==> config.mk <==
export PLATFORM = sky130hd
export DESIGN_NAME = int_os_sequencer
export DESIGN_NICKNAME = d
export VERILOG_FILES = /design/src/rtl/int_os_pkg.sv /design/src/rtl/iseq_strobe_capture.sv /design/src/rtl/iseq_window_counter.sv /design/src/rtl/int_os_sequencer.sv
export SDC_FILE = /design/constraint.sdc
export NUM_CORES = 1
export LEC_CHECK = 0
export BUFFER_PORTS_ARGS = -buffer_cell sky130_fd_sc_hd__buf_2
export CAP_MARGIN = 20
export CORE_MARGIN = 10
export CORE_UTILIZATION = 30
export DETAILED_ROUTE_END_ITERATION = 16
export PLACE_DENSITY = 0.46
export SYNTH_ARGS = -nofsm -noshare
export SYNTH_HDL_FRONTEND = slang
export SYNTH_HIERARCHICAL = 1
export SYNTH_SLANG_ARGS = --single-unit
==> constraint.sdc <==
create_clock -name clk -period 1.49 [get_ports clk]
set_clock_uncertainty 0.2 [all_clocks]
set_input_delay 0.0745 -clock clk [delete_from_list [all_inputs] [get_ports clk]]
set_output_delay 0.0745 -clock clk [all_outputs]
set_load 0.03 [all_outputs]
==> src/rtl/int_os_pkg.sv <==
package int_os_pkg;
  typedef enum logic [1:0] {PH_IDLE, PH_OSAMP, PH_RESET} phase_e;
endpackage

==> src/rtl/iseq_strobe_capture.sv <==
module iseq_strobe_capture (
  input  logic clk,
  input  logic rst,
  input  logic strobe_in,
  output logic strobe_s,
  output logic strobe_rise
);
  logic strobe_neg;
  logic strobe_prev;

  always_ff @(negedge clk) begin
    if (rst) strobe_neg <= 1'b0;
    else     strobe_neg <= strobe_in;
  end

  always_ff @(posedge clk) begin
    if (rst) strobe_prev <= 1'b0;
    else     strobe_prev <= strobe_neg;
  end

  assign strobe_s    = strobe_neg;
  assign strobe_rise = strobe_neg & ~strobe_prev;
endmodule

==> src/rtl/iseq_window_counter.sv <==
module iseq_window_counter #(
  parameter int M = 8
) (
  input  logic clk,
  input  logic rst,
  input  logic load,
  output logic last
);
  localparam int CW = (M > 1) ? $clog2(M) : 1;

  function automatic logic [CW-1:0] step_down(input logic [CW-1:0] v);
    return (v == '0) ? '0 : v - 1'b1;
  endfunction

  logic [CW-1:0] cnt;

  always_ff @(posedge clk) begin
    if (rst)       cnt <= '0;
    else if (load) cnt <= CW'(M - 1);
    else           cnt <= step_down(cnt);
  end

  assign last = (cnt == '0);
endmodule

==> src/rtl/int_os_sequencer.sv <==
module int_os_sequencer
  import int_os_pkg::*;
#(
  parameter int M = 8
) (
  input  logic clk,
  input  logic rst,
  input  logic frame_start,
  input  logic cont_mode,
  input  logic xmit_ack,
  output logic os_window,
  output logic integrating,
  output logic int_reset,
  output logic data_valid
);
  phase_e phase, phase_nx;
  logic   fs_s, fs_rise, cnt_last, mode_q;
  logic   start_evt, win_done, reset_exit;

  iseq_strobe_capture u_cap (
    .clk(clk), .rst(rst), .strobe_in(frame_start),
    .strobe_s(fs_s), .strobe_rise(fs_rise)
  );

  iseq_window_counter #(.M(M)) u_cnt (
    .clk(clk), .rst(rst), .load(start_evt), .last(cnt_last)
  );

  assign start_evt  = (phase == PH_IDLE) && fs_rise;
  assign win_done   = (phase == PH_OSAMP) && cnt_last;
  assign reset_exit = (phase == PH_RESET) && (mode_q || !fs_s);

  always_comb begin
    phase_nx = phase;
    if (start_evt)  phase_nx = PH_OSAMP;
    if (win_done)   phase_nx = PH_RESET;
    if (reset_exit) phase_nx = PH_IDLE;
  end

  always_ff @(posedge clk) begin
    if (rst) begin
      phase      <= PH_IDLE;
      mode_q     <= 1'b0;
      data_valid <= 1'b0;
    end else begin
      phase <= phase_nx;
      if (phase == PH_IDLE) mode_q <= cont_mode;
      if (win_done)         data_valid <= 1'b1;
      else if (xmit_ack)    data_valid <= 1'b0;
    end
  end

  assign os_window   = (phase == PH_OSAMP);
  assign int_reset   = (phase == PH_RESET);
  assign integrating = (phase != PH_RESET);

  AST_WIN_ENDS: assert property (@(posedge clk) disable iff (rst)
    win_done |=> (!os_window && int_reset));
  AST_DONE_SETS_VALID: assert property (@(posedge clk) disable iff (rst)
    win_done |=> data_valid);
  AST_CONT_ONE_CLOCK: assert property (@(posedge clk) disable iff (rst)
    (int_reset && mode_q) |=> !int_reset);
  AST_NC_HOLD: assert property (@(posedge clk) disable iff (rst)
    (int_reset && !mode_q && fs_s) |=> int_reset);
  AST_MODE_FROZEN: assert property (@(posedge clk) disable iff (rst)
    (os_window || int_reset) |=> $stable(mode_q));
  AST_NO_RESTART: assert property (@(posedge clk) disable iff (rst)
    start_evt |-> (!os_window && !int_reset));
  AST_SYNC_RESET: assert property (@(posedge clk)
    rst |=> (!os_window && !int_reset && !data_valid));
endmodule

## Yosys cells after proc, flatten, opt, wreduce, memory -nomap -nowiden

Cells that the tools add are included.

| operators by class | value |
|---|---|
| bitwise operators | 2 |
| add/subtract/negate cells | 1 |
| reductions and logical operators | 11 |
| muxes and demuxes | 6 |
| equality and inequality tests | 3 |

Operators with widths:

| operator | number |
|---|---|
| $mux 3 | 2 |
| $mux 2 | 2 |
| $reduce_bool 2->1 | 2 |
| $logic_and 1x1->1 | 3 |
| $logic_not 3->1 | 1 |
| $reduce_or 3->1 | 1 |
| $sub 3x1->3 const B | 1 |
| $eq 2x1->1 const B | 1 |
| $eq 2x2->1 const B | 1 |
| $logic_not 2->1 | 1 |
| $mux 1 | 2 |
| $ne 2x2->1 const B | 1 |
| $reduce_or 2->1 | 1 |
| $and 1x1->1 | 1 |
| $logic_not 1->1 | 1 |
| $logic_or 1x1->1 | 1 |
| $not 1->1 | 1 |

| storage, ports and cells | value |
|---|---|
| bits of input ports | 5 |
| register bits after elaboration | 9 |
| output and inout bits | 4 |
| word-level logic and storage cells | 30 |

## Longest topological paths before layout

Gate-level depths: netlist (run 1).

| depth | value |
|---|---|
| depth in word-level cells | 5 |
| mapped depth | 5 |
| mapped depth without buffers | 5 |

## Modules after synthesis

The synthesis (run 1) kept the hierarchy.

Modules (own cells, without submodules):

| module | seq. area each (µm²) | area each (µm²) | cells each | times used |
|---|---|---|---|---|
| int_os_sequencer | 80.1 | 190.2 | 21 | 1 |
| iseq_window_counter | 60.1 | 136.4 | 15 | 1 |
| iseq_strobe_capture | 40.0 | 65.1 | 6 | 1 |

==> flow_results.xml, run 1 <==
<?xml version="1.0" encoding="UTF-8"?>
<metrics>
  <group name="detailed_routing">
    <metric name="antenna_nets_post_route" unit="">0</metric>
    <metric name="drt_iter0_drcs" unit="">9</metric>
    <metric name="wl_per_cell" unit="um">11.7</metric>
    <metric name="drt-total-wl" unit="um">864</metric>
    <metric name="post_drt_via_cell_ratio" unit="">4.69</metric>
    <metric name="detailedRoute.firstPassIterationCount" unit="">4</metric>
    <metric name="via_count" unit="">347</metric>
    <metric name="route.detailed.drc" unit="">0</metric>
  </group>
  <group name="finish">
    <metric name="area_added_between_synthesis_and_finish" unit="%">47.0</metric>
    <metric name="antenna_cells" unit="">0</metric>
    <metric name="num-nets-final" unit="">68</metric>
    <metric name="mostFrequentLayoutCell" unit="">buf_2</metric>
    <metric name="post_route_cells_drive_above_1_share" unit="">0.400</metric>
    <metric name="layout.cells.most_common_list" unit="">buf_2, dfxtp_1, a21oi_1</metric>
  </group>
  <group name="clocking">
    <metric name="clock_network_latency_to_the_later_pin_of_the_worst_skew_pair" unit="ps">310</metric>
    <metric name="clock-root-buffer" unit="">clkbuf_4</metric>
    <metric name="cts_tree" unit="">built</metric>
    <metric name="tritoncts.num_buffers" unit="">3</metric>
    <metric name="tritoncts_num_sinks" unit="">9</metric>
    <metric name="clk_transition_reported_paths" unit="ps">60</metric>
    <metric name="clock_tree.htree_level_count" unit="">1</metric>
    <metric name="cts_buffer_depth" unit="">2</metric>
  </group>
  <group name="worst_setup_path">
    <metric name="worst-path-buf-inv" unit="">0</metric>
    <metric name="crit_fanout" unit="">2</metric>
    <metric name="worstSetupStartpointType" unit="">register</metric>
    <metric name="critical-path-slowest-cell" unit="">or4b_4</metric>
    <metric name="path_cells" unit="">nor2b_4 &gt; or4b_4 &gt; o21ai_2</metric>
    <metric name="critPathMaxStageDelay" unit="ps">460</metric>
    <metric name="worstPathArrival" unit="ps">2020</metric>
    <metric name="crit_family" unit="">simple AND/OR/NAND/NOR gates</metric>
    <metric name="critPathCaptureType" unit="">register</metric>
    <metric name="critical_path_required" unit="ps">1480</metric>
    <metric name="critical_path_start_end_classification" unit="">reg2reg</metric>
  </group>
  <group name="placed_design">
    <metric name="dp_slack" unit="ps">-467</metric>
    <metric name="portBuffers" unit="">8</metric>
    <metric name="place.gp.congestion" unit="">0.663</metric>
  </group>
  <group name="sta">
    <metric name="max_slew.worst_pin.slew" unit="ps">307</metric>
    <metric name="report.final.hold_viol_count" unit="">0</metric>
    <metric name="slew_violations" unit="">0</metric>
    <metric name="fin_ws" unit="ps">-539</metric>
    <metric name="setup_repair_after_global_routing_missed_its_margin" unit="">yes</metric>
    <metric name="hold_ws" unit="ps">274</metric>
    <metric name="setup_violations" unit="">6</metric>
    <metric name="slew_headroom" unit="">0.795</metric>
    <metric name="setup_tns" unit="ps">-2320</metric>
  </group>
  <group name="synth">
    <metric name="fraction_of_the_yosys_area_taken_by_sequential_cells" unit="">0.460</metric>
    <metric name="synth_nets" unit="">49</metric>
    <metric name="yosys.cell_types.count" unit="">16</metric>
    <metric name="post_synth_inst_count" unit="">42</metric>
    <metric name="synthesis.area" unit="um^2">392</metric>
    <metric name="avgSynthCellArea" unit="um^2">9.32</metric>
    <metric name="synth_warnings" unit="">6</metric>
    <metric name="ys_seq_elements" unit="">9</metric>
  </group>
  <group name="floorplanning">
    <metric name="die_h" unit="um">56.1</metric>
    <metric name="initial_util" unit="">0.334</metric>
    <metric name="fp-row-count" unit="">12</metric>
    <metric name="number_of_top_level_design_ports" unit="">9</metric>
    <metric name="die_x" unit="um">56.1</metric>
    <metric name="core_region_area" unit="um^2">1170</metric>
    <metric name="design.die.area" unit="um^2">3150</metric>
  </group>
  <group name="power_and_ir_drop">
    <metric name="power-per-cell-area" unit="nW/um^2">1000</metric>
    <metric name="p_switching" unit="W">0.000156</metric>
    <metric name="max-vdd-ir-drop" unit="V">0.000592</metric>
    <metric name="power.internal" unit="W">0.000423</metric>
    <metric name="combPwrFrac" unit="">0.187</metric>
    <metric name="power.total" unit="W">0.000578</metric>
    <metric name="power.share.sequential" unit="">0.476</metric>
    <metric name="swShare" unit="">0.269</metric>
    <metric name="leakagePower" unit="nW">0.258</metric>
    <metric name="power.share.clock" unit="">0.337</metric>
  </group>
  <group name="flow_run">
    <metric name="maxCapViolations" unit="">0</metric>
  </group>
  <group name="grt">
    <metric name="global_route_wire_length_before_repair" unit="um">1440</metric>
    <metric name="initial_antenna_violation_count" unit="">0</metric>
    <metric name="grt_max_degree" unit="">11</metric>
    <metric name="grt-ovfl-total" unit="">0</metric>
    <metric name="groute.usage.overall" unit="">0.0553</metric>
    <metric name="first_global_vias" unit="">350</metric>
  </group>
  <group name="status">
    <metric name="violations" unit="">negative setup slack</metric>
    <metric name="outcome" unit="">complete, but fails checks</metric>
  </group>
  <group name="hold_path">
    <metric name="min-delay-path-class" unit="">reg2reg</metric>
  </group>
</metrics>
-- logic make-up after synthesis --
| group | count (synthesis) | synth area share |
|---|---|---|
| flops | 9 | 0.460 |
| buf+inv | 4 | 0.0383 |
| compound gates | 9 | 0.128 |
| simple gates | 18 | 0.310 |
| fa+ha+maj | 2 | 0.0639 |
-- tightest hold or removal path: stages (launching register included) --
cell,delay [ps]
dfxtp_1,300
o21ai_0,60
a21oi_1,60
-- cells in the mapped netlist --
cell / number / area [um^2]
ha_1: 2 / 25.0
nor3b_1: 1 / 7.51
and2b_1: 1 / 7.51
nor2b_1: 3 / 18.8
nand2b_1: 1 / 6.26
o21ai_0: 3 / 15.0
a21oi_1: 5 / 25.0
or3b_1: 2 / 17.5
nand3b_1: 2 / 15.0
o21ba_2: 1 / 10.0
nor2b_2: 1 / 8.76
nor2_1: 4 / 15.0
dfxtp_1: 9 / 180
or2b_1: 2 / 15.0
inv_1: 4 / 15.0
or4b_1: 1 / 10.0
-- final timing paths --
check	from	to	slack [ps]	depth (start not counted)
setup / recovery	u_cap/strobe_s	phase[0]	-540	3
hold / removal	mode_q	mode_q	270	2
setup reg to reg	u_cap/strobe_s	phase[0]	-540	3
hold reg to reg	mode_q	mode_q	270	2
-- power by group through the flow --
stage	clock network, W	logic (W)	registers, W
CTS	0.000203	0.0000904	0.000274
global placement	0.00000840	0.0000796	0.000277
floorplan	0.00000840	0.0000562	0.000278
detailed placement	0.00000840	0.0000818	0.000279
global route	0.000220	0.000118	0.000277
finish	0.000195	0.000108	0.000275
-- sequential cells by signal, indices dropped and copies added (netlist names) --
signal,flops
data_valid,1
mode_q,1
phase,2
u_cap/strobe_prev,1
u_cap/strobe_s,1
u_cnt/cnt,3
-- per-layer routing --
metal  vias up  wire (um)  track usage
li1        175          -            -
met1       156        407       0.0648
met2        14        377       0.0756
met3         2         69       0.0319
met4         0          8       0.0307
met5         -          0            0
-- repair_timing --
action                                  4_1_cts  5_1_grt
gates cloned                                  0        0
endpoints found under the setup margin        7        7
hold endpoints to repair                      7        0
hold buffers                                  3        0
setup buffers                                 1        2
resized for setup                             1        9
pin swaps                                     0        1
-- area by class of cell --
| type | instances | area, um^2 |
|---|---|---|
| Clock inverter | 1 | 3.75 |
| Inverter | 3 | 11.3 |
| Clock buffer | 4 | 26.3 |
| Multi-Input combinational cell | 29 | 239 |
| Fill cell | 116 | 596 |
| Tap cell | 14 | 17.5 |
| Timing Repair Buffer | 14 | 92.6 |
| Sequential cell | 9 | 185 |
-- per-stage QoR --
step	util	cells	instance area, um^2
6_report	0.491	74	576
5_1_grt	0.491	74	576
4_1_cts	0.455	73	533
3_5_place_dp	0.400	65	468
3_3_place_gp	0.400	65	468
2_1_floorplan	-	42	403
Note: power is estimated with default switching activity, not from simulation.
==> inputs of run 2 (changes only) <==
ABC_AREA = 1   (was unset)
CORE_AREA = 10 10 47 49   (was unset)
CORE_MARGIN = unset   (was 10)
CORE_UTILIZATION = unset   (was 30)
DIE_AREA = 0 0 57 59   (was unset)
GPL_TIMING_DRIVEN = 0   (was unset)
PLACE_DENSITY = 0.44   (was 0.46)
==> run 2 against run 1 <==
  * The flow finishes with violations (negative hold slack, negative setup slack)
  * Area after synthesis fell by 1.3%
  * Sequential power rose by 5%
  * Global-route usage fell by 0.55 points
  * First-iteration DRC count fell by 78%
  * Utilization fell by 11 points
  * Synthesized cell count rose by 26%
  * Sequential cell count did not move
  * Total power rose by 5.9%
  * Critical path type unchanged
==> flow_results.xml, run 2 <==
<?xml version="1.0" encoding="UTF-8"?>
<metrics>
  <group name="clocking">
    <metric name="clock_network_latency_to_the_later_pin_of_the_worst_skew_pair" unit="ps">310</metric>
    <metric name="cts_hold_buffers" unit="">1</metric>
    <metric name="tritoncts.num_buffers" unit="">3</metric>
    <metric name="cts_tree" unit="">built</metric>
    <metric name="clk_transition_reported_paths" unit="ps">60</metric>
    <metric name="clock-root-buffer" unit="">clkbuf_4</metric>
    <metric name="clock_tree.htree_level_count" unit="">1</metric>
    <metric name="cts_buffer_depth" unit="">2</metric>
    <metric name="tritoncts_num_sinks" unit="">9</metric>
  </group>
  <group name="synth">
    <metric name="synth_top_cells_by_count" unit="">nor2_1, inv_1, dfxtp_1</metric>
    <metric name="number_of_flops_mapped_to_enable_cells_by_yosys" unit="">0</metric>
    <metric name="post_synth_inst_count" unit="">53</metric>
    <metric name="synth_warnings" unit="">6</metric>
    <metric name="synth_nets" unit="">60</metric>
    <metric name="fraction_of_the_yosys_area_taken_by_sequential_cells" unit="">0.466</metric>
    <metric name="synth.most_common_cell" unit="">nor2_1</metric>
    <metric name="ys_seq_elements" unit="">9</metric>
    <metric name="yosys.cell_types.count" unit="">12</metric>
    <metric name="avgSynthCellArea" unit="um^2">7.29</metric>
    <metric name="ys_dominant_reg_cell" unit="">dfxtp_1</metric>
    <metric name="synthesis.area" unit="um^2">387</metric>
    <metric name="synth_top_cell_area_share" unit="">0.466</metric>
    <metric name="postSynth.asyncResetShare" unit="">0</metric>
    <metric name="synthDominantAreaCellType" unit="">dfxtp_1</metric>
    <metric name="synthTopCellsByArea" unit="">dfxtp_1, nor2_1, inv_1, ha_1, nand2_1</metric>
  </group>
  <group name="worst_setup_path">
    <metric name="rr_endpoint" unit="">u_cnt/cnt[1]</metric>
    <metric name="path_cells" unit="">inv_2 &gt; nor2_4 &gt; inv_2 &gt; nor3_4 &gt; a21oi_1 &gt; a21oi_1</metric>
    <metric name="critical_path_required" unit="ps">1480</metric>
    <metric name="worstSetupStartpointType" unit="">register</metric>
    <metric name="critPathMaxStageDelay" unit="ps">320</metric>
    <metric name="crit_fanout" unit="">3</metric>
    <metric name="critical-path-slowest-cell" unit="">dfxtp_2</metric>
    <metric name="worstPathArrival" unit="ps">1860</metric>
    <metric name="rrSetupSlack" unit="ps">-380</metric>
    <metric name="critPathCaptureType" unit="">register</metric>
    <metric name="crit-reg2reg-launch" unit="">u_cap/strobe_s</metric>
    <metric name="reg2reg_depth" unit="">6</metric>
    <metric name="critical_path_start_end_classification" unit="">reg2reg</metric>
  </group>
  <group name="finish">
    <metric name="layout.area.seq" unit="um^2">184</metric>
    <metric name="num-fill-cells" unit="">164</metric>
    <metric name="num-nets-final" unit="">76</metric>
    <metric name="multi_input_comb_area" unit="um^2">193</metric>
    <metric name="max_flop_register" unit="">u_cnt/cnt</metric>
    <metric name="mostFrequentLayoutCell" unit="">nor2_1</metric>
    <metric name="antenna_cells" unit="">0</metric>
    <metric name="area_added_between_synthesis_and_finish" unit="%">38.8</metric>
    <metric name="largest_register_ffs" unit="">3</metric>
    <metric name="layout.cells.most_common_list" unit="">nor2_1, inv_1, buf_2</metric>
    <metric name="top_registers" unit="">u_cnt/cnt (3), phase (2)</metric>
    <metric name="post_route_cells_drive_above_1_share" unit="">0.441</metric>
  </group>
  <group name="floorplanning">
    <metric name="initial_util" unit="">0.276</metric>
    <metric name="die_h" unit="um">59</metric>
    <metric name="core_region_area" unit="um^2">1400</metric>
    <metric name="number_of_top_level_design_ports" unit="">9</metric>
    <metric name="fp-row-count" unit="">14</metric>
    <metric name="die_x" unit="um">57</metric>
    <metric name="design.die.area" unit="um^2">3360</metric>
  </group>
  <group name="placed_design">
    <metric name="post-dp-hpwl" unit="um">584</metric>
    <metric name="portBuffers" unit="">8</metric>
    <metric name="place.gp.congestion" unit="">0.664</metric>
  </group>
  <group name="status">
    <metric name="outcome" unit="">complete, but fails checks</metric>
    <metric name="violations" unit="">negative hold slack, negative setup slack</metric>
  </group>
  <group name="grt">
    <metric name="groute.usage.overall" unit="">0.0498</metric>
    <metric name="global_route_wire_length_before_repair" unit="um">1280</metric>
    <metric name="grt_max_degree" unit="">8</metric>
    <metric name="groute.layer.met3.usage" unit="">0.0215</metric>
    <metric name="grt-ovfl-total" unit="">0</metric>
    <metric name="met2_usage" unit="">0.0806</metric>
    <metric name="grt_busiest_layer" unit="">met2</metric>
    <metric name="initial_antenna_violation_count" unit="">0</metric>
    <metric name="first_global_vias" unit="">320</metric>
    <metric name="grt_util_met1" unit="">0.0454</metric>
  </group>
  <group name="detailed_routing">
    <metric name="post_drt_via_cell_ratio" unit="">4.05</metric>
    <metric name="route.detailed.drc" unit="">0</metric>
    <metric name="drt-total-wl" unit="um">771</metric>
    <metric name="via_count" unit="">340</metric>
    <metric name="wl_per_cell" unit="um">9.18</metric>
    <metric name="drt_iter0_drcs" unit="">2</metric>
    <metric name="detailedRoute.firstPassIterationCount" unit="">3</metric>
    <metric name="antenna_nets_post_route" unit="">0</metric>
  </group>
  <group name="hold_path">
    <metric name="min-delay-path-class" unit="">in2reg</metric>
    <metric name="min_from" unit="">rst</metric>
    <metric name="hold_end" unit="">data_valid</metric>
    <metric name="hold_path_stages" unit="">2</metric>
  </group>
  <group name="sta">
    <metric name="setup_violations" unit="">6</metric>
    <metric name="slew_violations" unit="">0</metric>
    <metric name="fin_ws" unit="ps">-378</metric>
    <metric name="setup_tns" unit="ps">-1840</metric>
    <metric name="report.final.hold_viol_count" unit="">5</metric>
    <metric name="max_slew.worst_pin.slew" unit="ps">187</metric>
    <metric name="hold_ws" unit="ps">-136</metric>
    <metric name="setup_repair_after_global_routing_missed_its_margin" unit="">yes</metric>
    <metric name="slew_headroom" unit="">0.875</metric>
  </group>
  <group name="power_and_ir_drop">
    <metric name="power-per-cell-area" unit="nW/um^2">1140</metric>
    <metric name="leakagePower" unit="nW">0.256</metric>
    <metric name="power.total" unit="W">0.000613</metric>
    <metric name="max-vdd-ir-drop" unit="V">0.000441</metric>
  </group>
  <group name="flow_run">
    <metric name="maxCapViolations" unit="">0</metric>
  </group>
</metrics>
==> run 2: cell types whose count changed after synthesis, sizes merged, moves of 2 or more <==
cell and change:
nor2 +11, inv +8, nand2 +7, nor2b -4, nand3b -2, nor3 +2, or2b -2, or3b -2
==> run 2: logic make-up (layout without fill, tap and decap cells) <==
family                     after synthesis  after routing  share of synthesized area
adders and majority gates                2              2                     0.0647
DFF                                      9              9                      0.466
and+or+nand+nor                         24             24                      0.265
AOI/OAI and AO/OA                        6              6                     0.0874
buffers and inverters                   12             27                      0.117
==> run 2: metrics by stage <==
step / cells / setup slack [ps] / instance area (um^2) / util
final: 84 / -378 / 537 / 0.383
after global routing: 84 / -491 / 537 / 0.383
after CTS: 84 / -414 / 517 / 0.369
after detailed placement: 77 / -381 / 453 / 0.323
after global placement: 77 / -399 / 453 / 0.323
after floorplan: 53 / -287 / 393 / -
==> run 2: cell type report <==
cell class | instances | area share
timing repair buffer | 11 | 0.128
multi-input combinational | 32 | 0.359
clock inverter | 1 | 0.00699
clock buffer | 4 | 0.0490
tap | 16 | 0.0373
sequential | 9 | 0.343
inverter | 11 | 0.0769
==> run 2: where the power goes <==
part           internal (W)  leakage, nW  switching (W)
Sequential         0.000264       0.0752      0.0000241
Clock              0.000107       0.0203      0.0000911
Combinational     0.0000500        0.161      0.0000761
==> run 2: metal layers <==
layer	vias to the layer above	routed length (um)
met5	-	0
met4	0	13
met3	2	33
met2	2	399
met1	148	324
li1	188	-
==> run 2: how the worst max path moves through the flow <==
stage | start | endpoint | slack, ps
2_1_floorplan | u_cap/strobe_s | u_cnt/cnt[1] | -290
3_3_place_gp | u_cap/strobe_s | u_cnt/cnt[1] | -400
3_5_place_dp | u_cap/strobe_s | u_cnt/cnt[1] | -380
4_1_cts | u_cap/strobe_s | u_cnt/cnt[1] | -410
5_1_grt | u_cap/strobe_s | u_cnt/cnt[1] | -490
6_report | u_cap/strobe_s | u_cnt/cnt[1] | -380
==> run 2: repair_timing <==
item	in CTS	in global routing
endpoints found under the hold margin	6	5
pin swaps	5	6
buffers inserted	2	0
resized for setup	3	8
endpoints found under the setup margin	6	9
==> run 2: critical path, delay by kind of cell, from the launching register on <==
family,cells,cell delay [ps]
buf+inv,2,100
compound gates,2,180
flops,1,320
simple gates,2,220
==> inputs of run 3 (changes only) <==
clock period = 2 ns   (was 1.49 ns; I/O delays follow)
==> run 3 against run 2 <==
  * The flow finishes with violations (negative setup slack)
  * Total power fell by 26%
  * Critical path depth did not move
  * Sequential cell count did not move
  * Utilization rose by 0.27 points
  * Highest routed layer unchanged
==> flow_results.xml, run 3 (same netlist as run 2, synthesis figures left out) <==
<?xml version="1.0" encoding="UTF-8"?>
<metrics>
  <group name="clocking">
    <metric name="cts_buffer_depth" unit="">2</metric>
    <metric name="clock_tree.htree_level_count" unit="">1</metric>
    <metric name="cts_tree" unit="">built</metric>
    <metric name="clock-root-buffer" unit="">clkbuf_4</metric>
    <metric name="tritoncts.num_buffers" unit="">3</metric>
    <metric name="tritoncts_num_sinks" unit="">9</metric>
    <metric name="clk_transition_reported_paths" unit="ps">60</metric>
    <metric name="clock_network_latency_to_the_later_pin_of_the_worst_skew_pair" unit="ps">310</metric>
  </group>
  <group name="power_and_ir_drop">
    <metric name="max-vdd-ir-drop" unit="V">0.000356</metric>
    <metric name="power-per-cell-area" unit="nW/um^2">833</metric>
    <metric name="swShare" unit="">0.302</metric>
    <metric name="power.share.clock" unit="">0.320</metric>
    <metric name="power.internal" unit="W">0.000314</metric>
    <metric name="power.share.sequential" unit="">0.475</metric>
    <metric name="p_switching" unit="W">0.000136</metric>
    <metric name="leakagePower" unit="nW">0.264</metric>
    <metric name="combPwrFrac" unit="">0.206</metric>
  </group>
  <group name="floorplanning">
    <metric name="die_x" unit="um">57</metric>
    <metric name="core_region_area" unit="um^2">1400</metric>
    <metric name="number_of_top_level_design_ports" unit="">9</metric>
    <metric name="fp-row-count" unit="">14</metric>
    <metric name="initial_util" unit="">0.276</metric>
    <metric name="die_h" unit="um">59</metric>
    <metric name="design.die.area" unit="um^2">3360</metric>
  </group>
  <group name="placed_design">
    <metric name="place.gp.congestion" unit="">0.611</metric>
    <metric name="dp_cells" unit="">77</metric>
    <metric name="post-dp-hpwl" unit="um">566</metric>
    <metric name="placed_cell_area" unit="um^2">452</metric>
    <metric name="portBuffers" unit="">8</metric>
  </group>
  <group name="detailed_routing">
    <metric name="post_drt_via_cell_ratio" unit="">3.99</metric>
    <metric name="route.detailed.drc" unit="">0</metric>
    <metric name="drt-total-wl" unit="um">757</metric>
    <metric name="drt_iter0_drcs" unit="">6</metric>
    <metric name="via_count" unit="">347</metric>
    <metric name="wl_per_cell" unit="um">8.70</metric>
    <metric name="antenna_nets_post_route" unit="">0</metric>
    <metric name="detailedRoute.firstPassIterationCount" unit="">4</metric>
  </group>
  <group name="finish">
    <metric name="post_route_cells_drive_above_1_share" unit="">0.352</metric>
    <metric name="area_added_between_synthesis_and_finish" unit="%">39.8</metric>
    <metric name="layout.cells.most_common_list" unit="">nor2_1, inv_1, dfxtp_1, buf_2, nand2_1</metric>
    <metric name="mostFrequentLayoutCell" unit="">nor2_1</metric>
    <metric name="max_flop_register" unit="">u_cnt/cnt</metric>
    <metric name="antenna_cells" unit="">0</metric>
    <metric name="num-nets-final" unit="">79</metric>
    <metric name="largest_register_ffs" unit="">3</metric>
    <metric name="top_registers" unit="">u_cnt/cnt (3), phase (2)</metric>
    <metric name="layout.cells.non_filler" unit="">87</metric>
    <metric name="design_area" unit="um^2">541</metric>
  </group>
  <group name="worst_setup_path">
    <metric name="crit_fanout" unit="">3</metric>
    <metric name="critical-path-slowest-cell" unit="">dfxtp_2</metric>
    <metric name="worstPathArrival" unit="ps">2150</metric>
    <metric name="rrSetupSlack" unit="ps">-150</metric>
    <metric name="critical_path_start_end_classification" unit="">reg2reg</metric>
    <metric name="critical_path.most_common_cell" unit="">a21oi_1</metric>
    <metric name="crit-reg2reg-launch" unit="">u_cap/strobe_s</metric>
    <metric name="critPathCaptureType" unit="">register</metric>
    <metric name="reg2reg_depth" unit="">6</metric>
    <metric name="rr_endpoint" unit="">u_cnt/cnt[1]</metric>
    <metric name="critical_path_required" unit="ps">1990</metric>
    <metric name="critPathMaxStageDelay" unit="ps">320</metric>
    <metric name="worstSetupStartpointType" unit="">register</metric>
    <metric name="path_cells" unit="">inv_2 &gt; nor2_1 &gt; inv_1 &gt; nor3_4 &gt; a21oi_1 &gt; a21oi_1</metric>
  </group>
  <group name="hold_path">
    <metric name="hold_path_stages" unit="">2</metric>
    <metric name="hold_end" unit="">u_cnt/cnt[1]</metric>
    <metric name="min-delay-path-class" unit="">reg2reg</metric>
    <metric name="min_from" unit="">u_cnt/cnt[2]</metric>
  </group>
  <group name="grt">
    <metric name="global_route_wire_length_before_repair" unit="um">1360</metric>
    <metric name="grt_max_degree" unit="">8</metric>
    <metric name="groute.usage.overall" unit="">0.0546</metric>
    <metric name="initial_antenna_violation_count" unit="">0</metric>
    <metric name="grt-ovfl-total" unit="">0</metric>
    <metric name="first_global_vias" unit="">333</metric>
  </group>
  <group name="sta">
    <metric name="report.final.hold_viol_count" unit="">0</metric>
    <metric name="slew_headroom" unit="">0.778</metric>
    <metric name="setup_violations" unit="">4</metric>
    <metric name="setup_repair_after_global_routing_missed_its_margin" unit="">yes</metric>
    <metric name="fin_ws" unit="ps">-155</metric>
    <metric name="hold_ws" unit="ps">287</metric>
    <metric name="max_slew.worst_pin.slew" unit="ps">333</metric>
    <metric name="slew_violations" unit="">0</metric>
  </group>
  <group name="status">
    <metric name="outcome" unit="">complete, but fails checks</metric>
    <metric name="violations" unit="">negative setup slack</metric>
  </group>
  <group name="flow_run">
    <metric name="maxCapViolations" unit="">0</metric>
  </group>
</metrics>
run 3: changes by cell type in the layout (fill, tap and decap cells not counted):
cell | before | now
buf_4 | 1 | 3
buf_6 | 1 | 0
dfxtp_1 | 6 | 8
dfxtp_2 | 3 | 1
dlygate4sd3_1 | 1 | 3
inv_1 | 8 | 9
inv_2 | 4 | 3
nand2_1 | 3 | 5
nand2_2 | 3 | 2
nand2_4 | 1 | 0
nor2_1 | 11 | 12
nor2_4 | 1 | 0
run 3: what timing repair did:
item                       in CTS  in global routing
resized for setup               3                  1
pin swaps                       2                  4
setup endpoints to repair       4                  4
setup buffers                   1                  2
hold endpoints to repair        6                  0
hold buffers                    3                  0
gates cloned                    0                  0
run 3: per-layer routing:
metal  share of wire  wire length, um  track usage  vias to the layer above
li1                -                -            -                      193
met1            0.49              372       0.0550                      147
met2            0.45              337       0.0713                        5
met3           0.052               39       0.0408                        2
met4           0.011                8       0.0503                        0
met5               0                0            0                        -
run 3: per-stage QoR:
step | total power, W | setup TNS, ps | util | setup slack [ps]
5_1_grt | 0.000494 | -937 | 0.386 | -246
3_5_place_dp | 0.000304 | -424 | 0.322 | -156
4_1_cts | 0.000457 | -540 | 0.373 | -166
2_1_floorplan | 0.000281 | -61.3 | - | -41.6
3_3_place_gp | 0.000304 | -450 | 0.322 | -162
6_report | 0.000450 | -513 | 0.386 | -155
run 3: cell type report:
class | count | area (um^2)
fillers | 175 | 861
flip-flops and latches | 9 | 181
multi-input cells | 32 | 175
repair buffers | 14 | 92.6
inverters | 11 | 41.3
clock buffers | 4 | 26.3
well taps | 16 | 20.0
clock inverters | 1 | 3.75
run 3: worst max-delay path by stage:
stage	start	to	slack, ps	depth (start not counted)
after floorplan	u_cap/strobe_s	u_cnt/cnt[1]	-40	6
after global placement	u_cap/strobe_s	u_cnt/cnt[1]	-160	6
after detailed placement	u_cap/strobe_s	u_cnt/cnt[1]	-160	6
after CTS	u_cap/strobe_s	u_cnt/cnt[1]	-170	6
after global routing	u_cap/strobe_s	u_cnt/cnt[1]	-250	6
final	u_cap/strobe_s	u_cnt/cnt[1]	-150	6
run 3: critical path, delay by kind of cell, from the launching register on:
kind	cells	cell delay, ps
AND/OR/NAND/NOR	2	220
AO/OA/AOI/OAI	2	180
buffers and inverters	2	100
flip-flops	1	320
run 3: power groups by stage:
stage                     Combinational, W   Clock [W]  Sequential [W]
after detailed placement         0.0000820  0.00000626        0.000216
after global routing              0.000105    0.000172        0.000216
after global placement           0.0000822  0.00000626        0.000216
final                            0.0000926    0.000144        0.000214
after floorplan                  0.0000595  0.00000626        0.000215
after CTS                        0.0000903    0.000152        0.000214
